File: config.mk
export PLATFORM = sky130hd
export DESIGN_NAME = nand_cycle_ctrl
export DESIGN_NICKNAME = d
export VERILOG_FILES = /design/src/rtl/nand_cyc_pkg.sv /design/src/rtl/nand_rb_sync.sv /design/src/rtl/nand_phase_fsm.sv /design/src/rtl/nand_regs.sv /design/src/rtl/nand_cycle_ctrl.sv
export SDC_FILE = /design/constraint.sdc
export NUM_CORES = 1
export LEC_CHECK = 0
export ABC_AREA = 1
export BUFFER_PORTS_ARGS = -buffer_cell sky130_fd_sc_hd__buf_2
export CAP_MARGIN = 30
export CORE_UTILIZATION = 25
export CTS_BUF_LIST = sky130_fd_sc_hd__clkbuf_2
export CTS_CLUSTER_DIAMETER = 100
export DETAILED_ROUTE_END_ITERATION = 12
export PLACE_DENSITY = 0.46
export RECOVER_POWER = 100
export SYNTH_ARGS = -nofsm -noshare
export SYNTH_HDL_FRONTEND = slang
export SYNTH_SLANG_ARGS = --single-unit
File: constraint.sdc
create_clock -name clk -period 2.1 [get_ports clk]
set_input_delay 0.63 -clock clk [delete_from_list [all_inputs] [get_ports clk]]
set_output_delay 0.63 -clock clk [all_outputs]
set_load 0.02 [all_outputs]
File: src/rtl/nand_cyc_pkg.sv
package nand_cyc_pkg;

    localparam int FIELD_W = 4;
    localparam int SEL_W   = 4;

    typedef enum logic [2:0] {
        PH_IDLE,
        PH_SETUP,
        PH_STROBE,
        PH_HOLD,
        PH_READY
    } phase_e;

    typedef enum logic [1:0] {
        CY_CMD,
        CY_ADDR,
        CY_DATA_WR,
        CY_DATA_RD
    } cyc_kind_e;

    // one direction's phase lengths, ordered as in the timing word half
    typedef struct packed {
        logic [FIELD_W-1:0] rdy;
        logic [FIELD_W-1:0] width;
        logic [FIELD_W-1:0] hold;
        logic [FIELD_W-1:0] setup;
    } phase_set_t;

    localparam logic [SEL_W-1:0] RI_DATA  = 4'd0;
    localparam logic [SEL_W-1:0] RI_ADDR  = 4'd1;
    localparam logic [SEL_W-1:0] RI_CMD   = 4'd2;
    localparam logic [SEL_W-1:0] RI_CTRL  = 4'd3;
    localparam logic [SEL_W-1:0] RI_CFG   = 4'd4;
    localparam logic [SEL_W-1:0] RI_STAT  = 4'd5;
    localparam logic [SEL_W-1:0] RI_ISTAT = 4'd6;
    localparam logic [SEL_W-1:0] RI_IEN   = 4'd7;
    localparam logic [SEL_W-1:0] RI_ICLR  = 4'd8;
    localparam logic [SEL_W-1:0] RI_TIME  = 4'd9;
    localparam logic [SEL_W-1:0] RI_XCNT  = 4'd10;

endpackage

File: src/rtl/nand_rb_sync.sv
module nand_rb_sync #(
    parameter int STAGES = 2
) (
    input  logic clk,
    input  logic rst_n,
    input  logic rb_async,
    output logic rb_sync,
    output logic rb_rise
);
    logic [STAGES-1:0] chain_q;
    logic              prev_q;

    generate
        for (genvar s = 0; s < STAGES; s++) begin : g_stage
            if (s == 0) begin : g_first
                always_ff @(posedge clk or negedge rst_n) begin
                    if (!rst_n) chain_q[0] <= 1'b1;
                    else        chain_q[0] <= rb_async;
                end
            end else begin : g_next
                always_ff @(posedge clk or negedge rst_n) begin
                    if (!rst_n) chain_q[s] <= 1'b1;
                    else        chain_q[s] <= chain_q[s-1];
                end
            end
        end
    endgenerate

    always_ff @(posedge clk or negedge rst_n) begin
        if (!rst_n) prev_q <= 1'b1;
        else        prev_q <= chain_q[STAGES-1];
    end

    assign rb_sync = chain_q[STAGES-1];
    assign rb_rise = chain_q[STAGES-1] & ~prev_q;

endmodule

File: src/rtl/nand_phase_fsm.sv
module nand_phase_fsm
    import nand_cyc_pkg::*;
(
    input  logic       clk,
    input  logic       rst_n,
    input  logic       srst,
    input  logic       start,
    input  cyc_kind_e  kind,
    input  logic [7:0] wbyte,
    input  phase_set_t tim_wr,
    input  phase_set_t tim_rd,
    input  logic       rb_ok,
    input  logic [7:0] dq_i,
    output logic       busy,
    output logic       done,
    output cyc_kind_e  done_kind,
    output logic [7:0] rbyte,
    output logic       cle,
    output logic       ale,
    output logic       we_n,
    output logic       re_n,
    output logic [7:0] dq_o,
    output logic       dq_oe
);
    phase_e             state_q;
    logic [FIELD_W-1:0] cnt_q;
    cyc_kind_e          kind_q;
    logic [7:0]         byte_q;
    logic [7:0]         rbyte_q;
    phase_set_t         act_set;
    logic               is_rd;

    function automatic logic [FIELD_W-1:0] ld(input logic [FIELD_W-1:0] f);
        return (f == '0) ? '0 : f - 1'b1;
    endfunction

    always_comb begin
        is_rd   = (state_q == PH_IDLE) ? (kind == CY_DATA_RD) : (kind_q == CY_DATA_RD);
        act_set = is_rd ? tim_rd : tim_wr;
    end

    // state register
    always_ff @(posedge clk or negedge rst_n) begin
        if (!rst_n) begin
            state_q <= PH_IDLE;
            cnt_q   <= '0;
            kind_q  <= CY_CMD;
            byte_q  <= '0;
            rbyte_q <= '0;
        end else if (srst) begin
            state_q <= PH_IDLE;
            cnt_q   <= '0;
            kind_q  <= CY_CMD;
            byte_q  <= '0;
            rbyte_q <= '0;
        end else begin
            unique case (state_q)
                PH_IDLE: begin
                    if (start) begin
                        state_q <= PH_SETUP;
                        cnt_q   <= ld(act_set.setup);
                        kind_q  <= kind;
                        byte_q  <= wbyte;
                    end
                end
                PH_SETUP: begin
                    if (cnt_q == '0) begin
                        state_q <= PH_STROBE;
                        cnt_q   <= ld(act_set.width);
                    end else cnt_q <= cnt_q - 1'b1;
                end
                PH_STROBE: begin
                    if (cnt_q == '0) begin
                        state_q <= PH_HOLD;
                        cnt_q   <= ld(act_set.hold);
                        if (kind_q == CY_DATA_RD) rbyte_q <= dq_i;
                    end else cnt_q <= cnt_q - 1'b1;
                end
                PH_HOLD: begin
                    if (cnt_q == '0) begin
                        state_q <= PH_READY;
                        cnt_q   <= ld(act_set.rdy);
                    end else cnt_q <= cnt_q - 1'b1;
                end
                PH_READY: begin
                    if (cnt_q != '0)  cnt_q   <= cnt_q - 1'b1;
                    else if (rb_ok)   state_q <= PH_IDLE;
                end
                default: state_q <= PH_IDLE;
            endcase
        end
    end

    // outputs
    always_comb begin
        cle   = 1'b0;
        ale   = 1'b0;
        we_n  = 1'b1;
        re_n  = 1'b1;
        dq_oe = 1'b0;
        busy  = 1'b1;
        done  = 1'b0;
        unique case (state_q)
            PH_IDLE: busy = 1'b0;
            PH_SETUP, PH_STROBE, PH_HOLD: begin
                cle   = (kind_q == CY_CMD);
                ale   = (kind_q == CY_ADDR);
                dq_oe = (kind_q != CY_DATA_RD);
                if (state_q == PH_STROBE) begin
                    we_n = (kind_q == CY_DATA_RD);
                    re_n = (kind_q != CY_DATA_RD);
                end
            end
            PH_READY: done = (cnt_q == '0) && rb_ok;
            default: busy = 1'b0;
        endcase
    end

    assign dq_o      = byte_q;
    assign rbyte     = rbyte_q;
    assign done_kind = kind_q;


    strobe_excl_chk: assert property (@(posedge clk) disable iff (!rst_n)
        !(!we_n && !re_n));

    cle_ale_excl_chk: assert property (@(posedge clk) disable iff (!rst_n)
        !(cle && ale));

    rd_no_drive_chk: assert property (@(posedge clk) disable iff (!rst_n)
        !re_n |-> !dq_oe);

endmodule

File: src/rtl/nand_regs.sv
module nand_regs
    import nand_cyc_pkg::*;
#(
    parameter int XCNT_W = 16
) (
    input  logic             clk,
    input  logic             rst_n,
    input  logic [SEL_W-1:0] reg_sel,
    input  logic             reg_wr,
    input  logic             reg_rd,
    input  logic [31:0]      reg_wdata,
    output logic [31:0]      reg_rdata,
    output logic             reg_wait,
    output logic             irq,
    input  logic             fsm_busy,
    input  logic             fsm_done,
    input  cyc_kind_e        fsm_done_kind,
    input  logic [7:0]       fsm_rbyte,
    input  logic             rb_sync,
    input  logic             rb_rise,
    output logic             srst,
    output logic             start,
    output cyc_kind_e        kind,
    output logic [7:0]       wbyte,
    output phase_set_t       tim_wr,
    output phase_set_t       tim_rd,
    output logic             ce_force
);
    localparam int HALF_W = 4 * FIELD_W;

    logic [2*HALF_W-1:0] timing_q;
    logic                ce_q;
    logic [1:0]          ien_q;
    logic [1:0]          ist_q;
    logic [XCNT_W-1:0]   xcnt_q;
    logic                rd_done_q;
    logic                rd_req, cyc_wr_req, accept, data_end;
    logic [1:0]          ist_set, ist_clr;

    always_comb begin
        rd_req     = reg_rd && !reg_wr && (reg_sel == RI_DATA);
        cyc_wr_req = reg_wr && (reg_sel == RI_DATA || reg_sel == RI_ADDR || reg_sel == RI_CMD);
        reg_wait   = fsm_busy || (rd_req && !rd_done_q);
        accept     = (reg_wr || reg_rd) && !reg_wait;
        start      = !fsm_busy && (cyc_wr_req || (rd_req && !rd_done_q));
        srst       = accept && reg_wr && (reg_sel == RI_CTRL) && reg_wdata[2];
        unique case (1'b1)
            rd_req:              kind = CY_DATA_RD;
            reg_sel == RI_CMD:   kind = CY_CMD;
            reg_sel == RI_ADDR:  kind = CY_ADDR;
            default:             kind = CY_DATA_WR;
        endcase
        data_end = fsm_done && (fsm_done_kind == CY_DATA_WR || fsm_done_kind == CY_DATA_RD);
        ist_set  = {data_end && (xcnt_q == XCNT_W'(1)), rb_rise};
        ist_clr  = (accept && reg_wr && reg_sel == RI_ICLR) ? reg_wdata[1:0] : 2'b00;
    end

    always_ff @(posedge clk or negedge rst_n) begin
        if (!rst_n) begin
            timing_q  <= '0;
            ce_q      <= 1'b0;
            ien_q     <= '0;
            ist_q     <= '0;
            xcnt_q    <= '0;
            rd_done_q <= 1'b0;
        end else if (srst) begin
            timing_q  <= '0;
            ce_q      <= 1'b0;
            ien_q     <= '0;
            ist_q     <= '0;
            xcnt_q    <= '0;
            rd_done_q <= 1'b0;
        end else begin
            ist_q <= (ist_q & ~ist_clr) | ist_set;
            if (fsm_done && fsm_done_kind == CY_DATA_RD) rd_done_q <= 1'b1;
            else if (accept && rd_req)                  rd_done_q <= 1'b0;
            if (accept && reg_wr && reg_sel == RI_XCNT) xcnt_q <= reg_wdata[XCNT_W-1:0];
            else if (data_end && xcnt_q != '0)          xcnt_q <= xcnt_q - 1'b1;
            if (accept && reg_wr) begin
                unique case (reg_sel)
                    RI_TIME: timing_q <= reg_wdata;
                    RI_CFG:  ce_q     <= reg_wdata[5];
                    RI_IEN:  ien_q    <= reg_wdata[1:0];
                    default: ;
                endcase
            end
        end
    end

    always_comb begin
        unique case (reg_sel)
            RI_DATA:  reg_rdata = {24'd0, fsm_rbyte};
            RI_CFG:   reg_rdata = {26'd0, ce_q, 5'd0};
            RI_STAT:  reg_rdata = {31'd0, rb_sync};
            RI_ISTAT: reg_rdata = {30'd0, ist_q};
            RI_IEN:   reg_rdata = {30'd0, ien_q};
            RI_TIME:  reg_rdata = timing_q;
            RI_XCNT:  reg_rdata = 32'(xcnt_q);
            default:  reg_rdata = '0;
        endcase
    end

    assign tim_wr   = timing_q[2*HALF_W-1:HALF_W];
    assign tim_rd   = timing_q[HALF_W-1:0];
    assign wbyte    = reg_wdata[7:0];
    assign ce_force = ce_q;
    assign irq      = |(ist_q & ien_q);


    srst_clear_chk: assert property (@(posedge clk) disable iff (!rst_n)
        srst |=> (timing_q == '0 && !ce_q && ien_q == '0));

    rdy_evt_chk: assert property (@(posedge clk) disable iff (!rst_n)
        (rb_rise && !srst) |=> ist_q[0]);

endmodule

File: src/rtl/nand_cycle_ctrl.sv
module nand_cycle_ctrl
    import nand_cyc_pkg::*;
#(
    parameter int SYNC_STAGES = 2,
    parameter int XCNT_W      = 16
) (
    input  logic        clk,
    input  logic        rst_n,
    input  logic [3:0]  reg_sel,
    input  logic        reg_wr,
    input  logic        reg_rd,
    input  logic [31:0] reg_wdata,
    output logic [31:0] reg_rdata,
    output logic        reg_wait,
    output logic        irq,
    input  logic        nand_rb,
    input  logic [7:0]  nand_dq_i,
    output logic [7:0]  nand_dq_o,
    output logic        nand_dq_oe,
    output logic        nand_cle,
    output logic        nand_ale,
    output logic        nand_we_n,
    output logic        nand_re_n,
    output logic        nand_ce_n
);
    logic       rb_s, rb_rise, busy, done, srst, start, ce_force;
    cyc_kind_e  kind, done_kind;
    logic [7:0] wbyte, rbyte;
    phase_set_t tim_wr, tim_rd;

    nand_rb_sync #(.STAGES(SYNC_STAGES)) u_sync (
        .clk(clk), .rst_n(rst_n), .rb_async(nand_rb),
        .rb_sync(rb_s), .rb_rise(rb_rise)
    );

    nand_regs #(.XCNT_W(XCNT_W)) u_regs (
        .clk(clk), .rst_n(rst_n), .reg_sel(reg_sel), .reg_wr(reg_wr),
        .reg_rd(reg_rd), .reg_wdata(reg_wdata), .reg_rdata(reg_rdata),
        .reg_wait(reg_wait), .irq(irq), .fsm_busy(busy), .fsm_done(done),
        .fsm_done_kind(done_kind), .fsm_rbyte(rbyte), .rb_sync(rb_s),
        .rb_rise(rb_rise), .srst(srst), .start(start), .kind(kind),
        .wbyte(wbyte), .tim_wr(tim_wr), .tim_rd(tim_rd), .ce_force(ce_force)
    );

    nand_phase_fsm u_fsm (
        .clk(clk), .rst_n(rst_n), .srst(srst), .start(start), .kind(kind),
        .wbyte(wbyte), .tim_wr(tim_wr), .tim_rd(tim_rd), .rb_ok(rb_s),
        .dq_i(nand_dq_i), .busy(busy), .done(done), .done_kind(done_kind),
        .rbyte(rbyte), .cle(nand_cle), .ale(nand_ale), .we_n(nand_we_n),
        .re_n(nand_re_n), .dq_o(nand_dq_o), .dq_oe(nand_dq_oe)
    );

    assign nand_ce_n = ~(ce_force | busy);


    stall_chk: assert property (@(posedge clk) disable iff (!rst_n)
        ((reg_wr || reg_rd) && busy) |-> reg_wait);

    ce_strobe_chk: assert property (@(posedge clk) disable iff (!rst_n)
        (!nand_we_n || !nand_re_n) |-> !nand_ce_n);

endmodule

==> metrics <==
io pins=97; Port Buffer Count=96; DRC=0; hpwl dp=13700 µm; worst vdd ir=0.535 mV; min cycle time layout=2450 ps; Routed WL=19200 µm; root buffer cell=clkbuf_2; Post-Syn Instances=683; library cells used by synthesis=44; Die H=144 µm; status=complete, but fails checks; Worst Hold Launch=nand_rb; share of layout cells above drive strength 1=0.447; initial cell density of the core=0.256; post-route ant nets=0; fillers=1965; vias in the first global route=5321; Setup Viol. Count Final=92; CTS tree=built; Hold Path Class=input port to flip-flop; Total GRT Usage=0.186; Clock Sinks=82; Ys Warns=0; RePlAce Congestion=0.846; sequential share of the synthesized area=0.410; Final TNS setup=-9210 ps; endpoints failing hold=0; Yosys reg bits=82; Worst-Skew Late Latency=630 ps; Max Clk Rate=409 MHz; most common cell after layout, fill and taps aside=nand2_1; CTS clk-pin slew, worst paths=260 ps; H-Tree Depth=3; CTS buffer count=9; Worst-Margin Slew=1240 ps; Crit Reg-Reg Startpoint=u_fsm.state_q[1]; Finished Layout Cells=1179; Cell Area, Synth=5010 µm²; global route overflow=0; post-detailed-route wirelength per cell=16.3 µm; Layout Nets=962; global-route wire length before repair=28800 µm; via count=5560; clk buf depth=2; area grow syn2layout=64.9%; Crit Path Category=flip-flop to primary output; Tot Pwr=11200 µW; Cells after DPL=1112; crit path max fanout=3; DR iter-0 viols=326; RSZ-0062 raised after global routing=yes; pwr dens=1350 nW/µm²; Max-Cap Viols=0; period utilization=1.16; WP data arrival=1820 ps; P_leak=0.00390 µW; Avg Inst Size Synth=7.34 µm²; failing checks=negative setup slack; CP Data Required Time=1470 ps; drt pass-1 iters=6; Worst slew margin=0.176; Top FF cell, synth=dfrtp_1; core box area=19600 µm²; EDFF count, synth=0; setup ws final=-345 ps; Syn Nets=738; most frequent cells in the layout=134 x nand2_1, 96 x buf_4, 74 x dfrtp_1; worst slack at placement=-368 ps; async set or reset register ratio after synthesis=1.00; critical path launch point=u_fsm.state_q[1]; Worst setup SP type=flip-flop; pin count of the biggest net entering global routing=83; initial antenna violation count=2; die area=20600 µm²; Die Wd=144 µm; Setup Skew=27.4 ps; Worst Setup End Kind=primary output; vias per cell=4.72; FP Rows=51; Slew Viols, Final=0; Final Util=0.422
[worst max-delay path: stages, from the launching register on]
cell,delay [ps]
dfrtp_2,500
nor2_4,170
nor2_4,60
nor2_4,150
buf_6,130
nand2_4,50
buf_6,130
[routing by layer]
metal,vias up,routed length (µm),global-route usage
met5,-,0,0
met4,0,541,0.0599
met3,42,844,0.0277
met2,153,9190,0.302
met1,2635,8640,0.252
li1,2730,-,-
[timing repair]
item	CTS	global route
buffers inserted	26	21
cloned	3	5
hold buffers	1	0
pin swaps	13	33
hold endpoints to repair	47	0
endpoints found under the setup margin	49	89
gates resized for setup	91	195
[final timing paths]
check                                           end  slack, ps  depth (start not counted)
worst max-delay path                       reg_wait       -350                          6
worst min-delay path              u_sync.chain_q[0]         60                          1
worst max register to register   u_regs.timing_q[7]       -120                         15
worst min register to register       u_sync.rb_sync        380                          0
max in group asynchronous           u_regs.ce_force        360                          3
min in group asynchronous       u_regs.timing_q[28]        860                          3
[sequential cells by signal, indices dropped and copies added (netlist names)]
register	count
u_regs.timing_q	32
u_regs.xcnt_q	16
u_fsm.dq_o	8
u_fsm.rbyte	8
u_fsm.cnt_q	4
u_fsm.state_q	3
u_fsm.done_kind	2
u_regs.ien_q	2
u_regs.ist_q	2
u_regs.ce_force	1
u_regs.rd_done_q	1
u_sync.chain_q	1
u_sync.prev_q	1
u_sync.rb_sync	1
[stage by stage]
stage,hold slack [ps],area [µm²]
floorplan,334,5380
global placement,346,6760
detailed placement,349,6770
CTS,36.9,7460
global route,-4.54,8270
finish,60.1,8270
[logic make-up (layout without fill, tap and decap cells)]
| kind of cell | after synthesis | in the layout | synth area share |
|---|---|---|---|
| simple gates | 328 | 331 | 0.296 |
| other cells | 0 | 2 | 0 |
| compound gates | 144 | 144 | 0.168 |
| xor+xnor | 8 | 8 | 0.0140 |
| flops | 82 | 82 | 0.410 |
| fa+ha+maj | 6 | 6 | 0.0150 |
| buf+inv | 115 | 341 | 0.0976 |
[cell usage after synthesis, types with 2 or more instances]
| library cell | count | area share |
|---|---|---|
| o221ai_1 | 5 | 0.0087 |
| nand2_2 | 4 | 0.0050 |
| nand3_2 | 2 | 0.0040 |
| buf_2 | 8 | 0.0080 |
| nor3_1 | 9 | 0.0090 |
| nand2_4 | 2 | 0.0045 |
| o2111ai_1 | 2 | 0.0035 |
| a21oi_1 | 15 | 0.015 |
| o21ai_0 | 60 | 0.060 |
| dfrtp_1 | 79 | 0.39 |
| nand4_1 | 5 | 0.0062 |
| inv_1 | 85 | 0.064 |
| nand2_1 | 166 | 0.12 |
| xnor2_1 | 2 | 0.0035 |
| xor2_1 | 6 | 0.010 |
| nand3_1 | 77 | 0.077 |
| ha_1 | 6 | 0.015 |
| o31ai_1 | 4 | 0.0060 |
| o21ai_1 | 19 | 0.019 |
| buf_4 | 2 | 0.0030 |
| clkbuf_1 | 5 | 0.0037 |
| nor2_4 | 5 | 0.011 |
| buf_6 | 5 | 0.011 |
| a31oi_1 | 5 | 0.0062 |
| dfstp_2 | 3 | 0.016 |
| nor2_1 | 48 | 0.036 |
| o21ai_2 | 5 | 0.0087 |
| inv_2 | 8 | 0.0060 |
| nor2_2 | 4 | 0.0050 |
| or2_2 | 2 | 0.0025 |
| o22ai_1 | 22 | 0.027 |
[layout make-up]
class	instances	area (µm²)	share of cell area
multi-input cells	489	3330	0.403
clock inverters	7	83.8	0.0101
repair inverters	1	7.51	0.000908
flip-flops and latches	82	2060	0.249
diodes	2	5.00	0.000605
inverters	94	400	0.0484
well taps	265	332	0.0401
repair buffers	230	2000	0.242
clock buffers	9	45.0	0.00545
[power by group]
group,internal (µW),switching (µW)
combinational,3270,4230
clock,299,693
sequential,2220,481
Power figures use the tool's default switching activity.
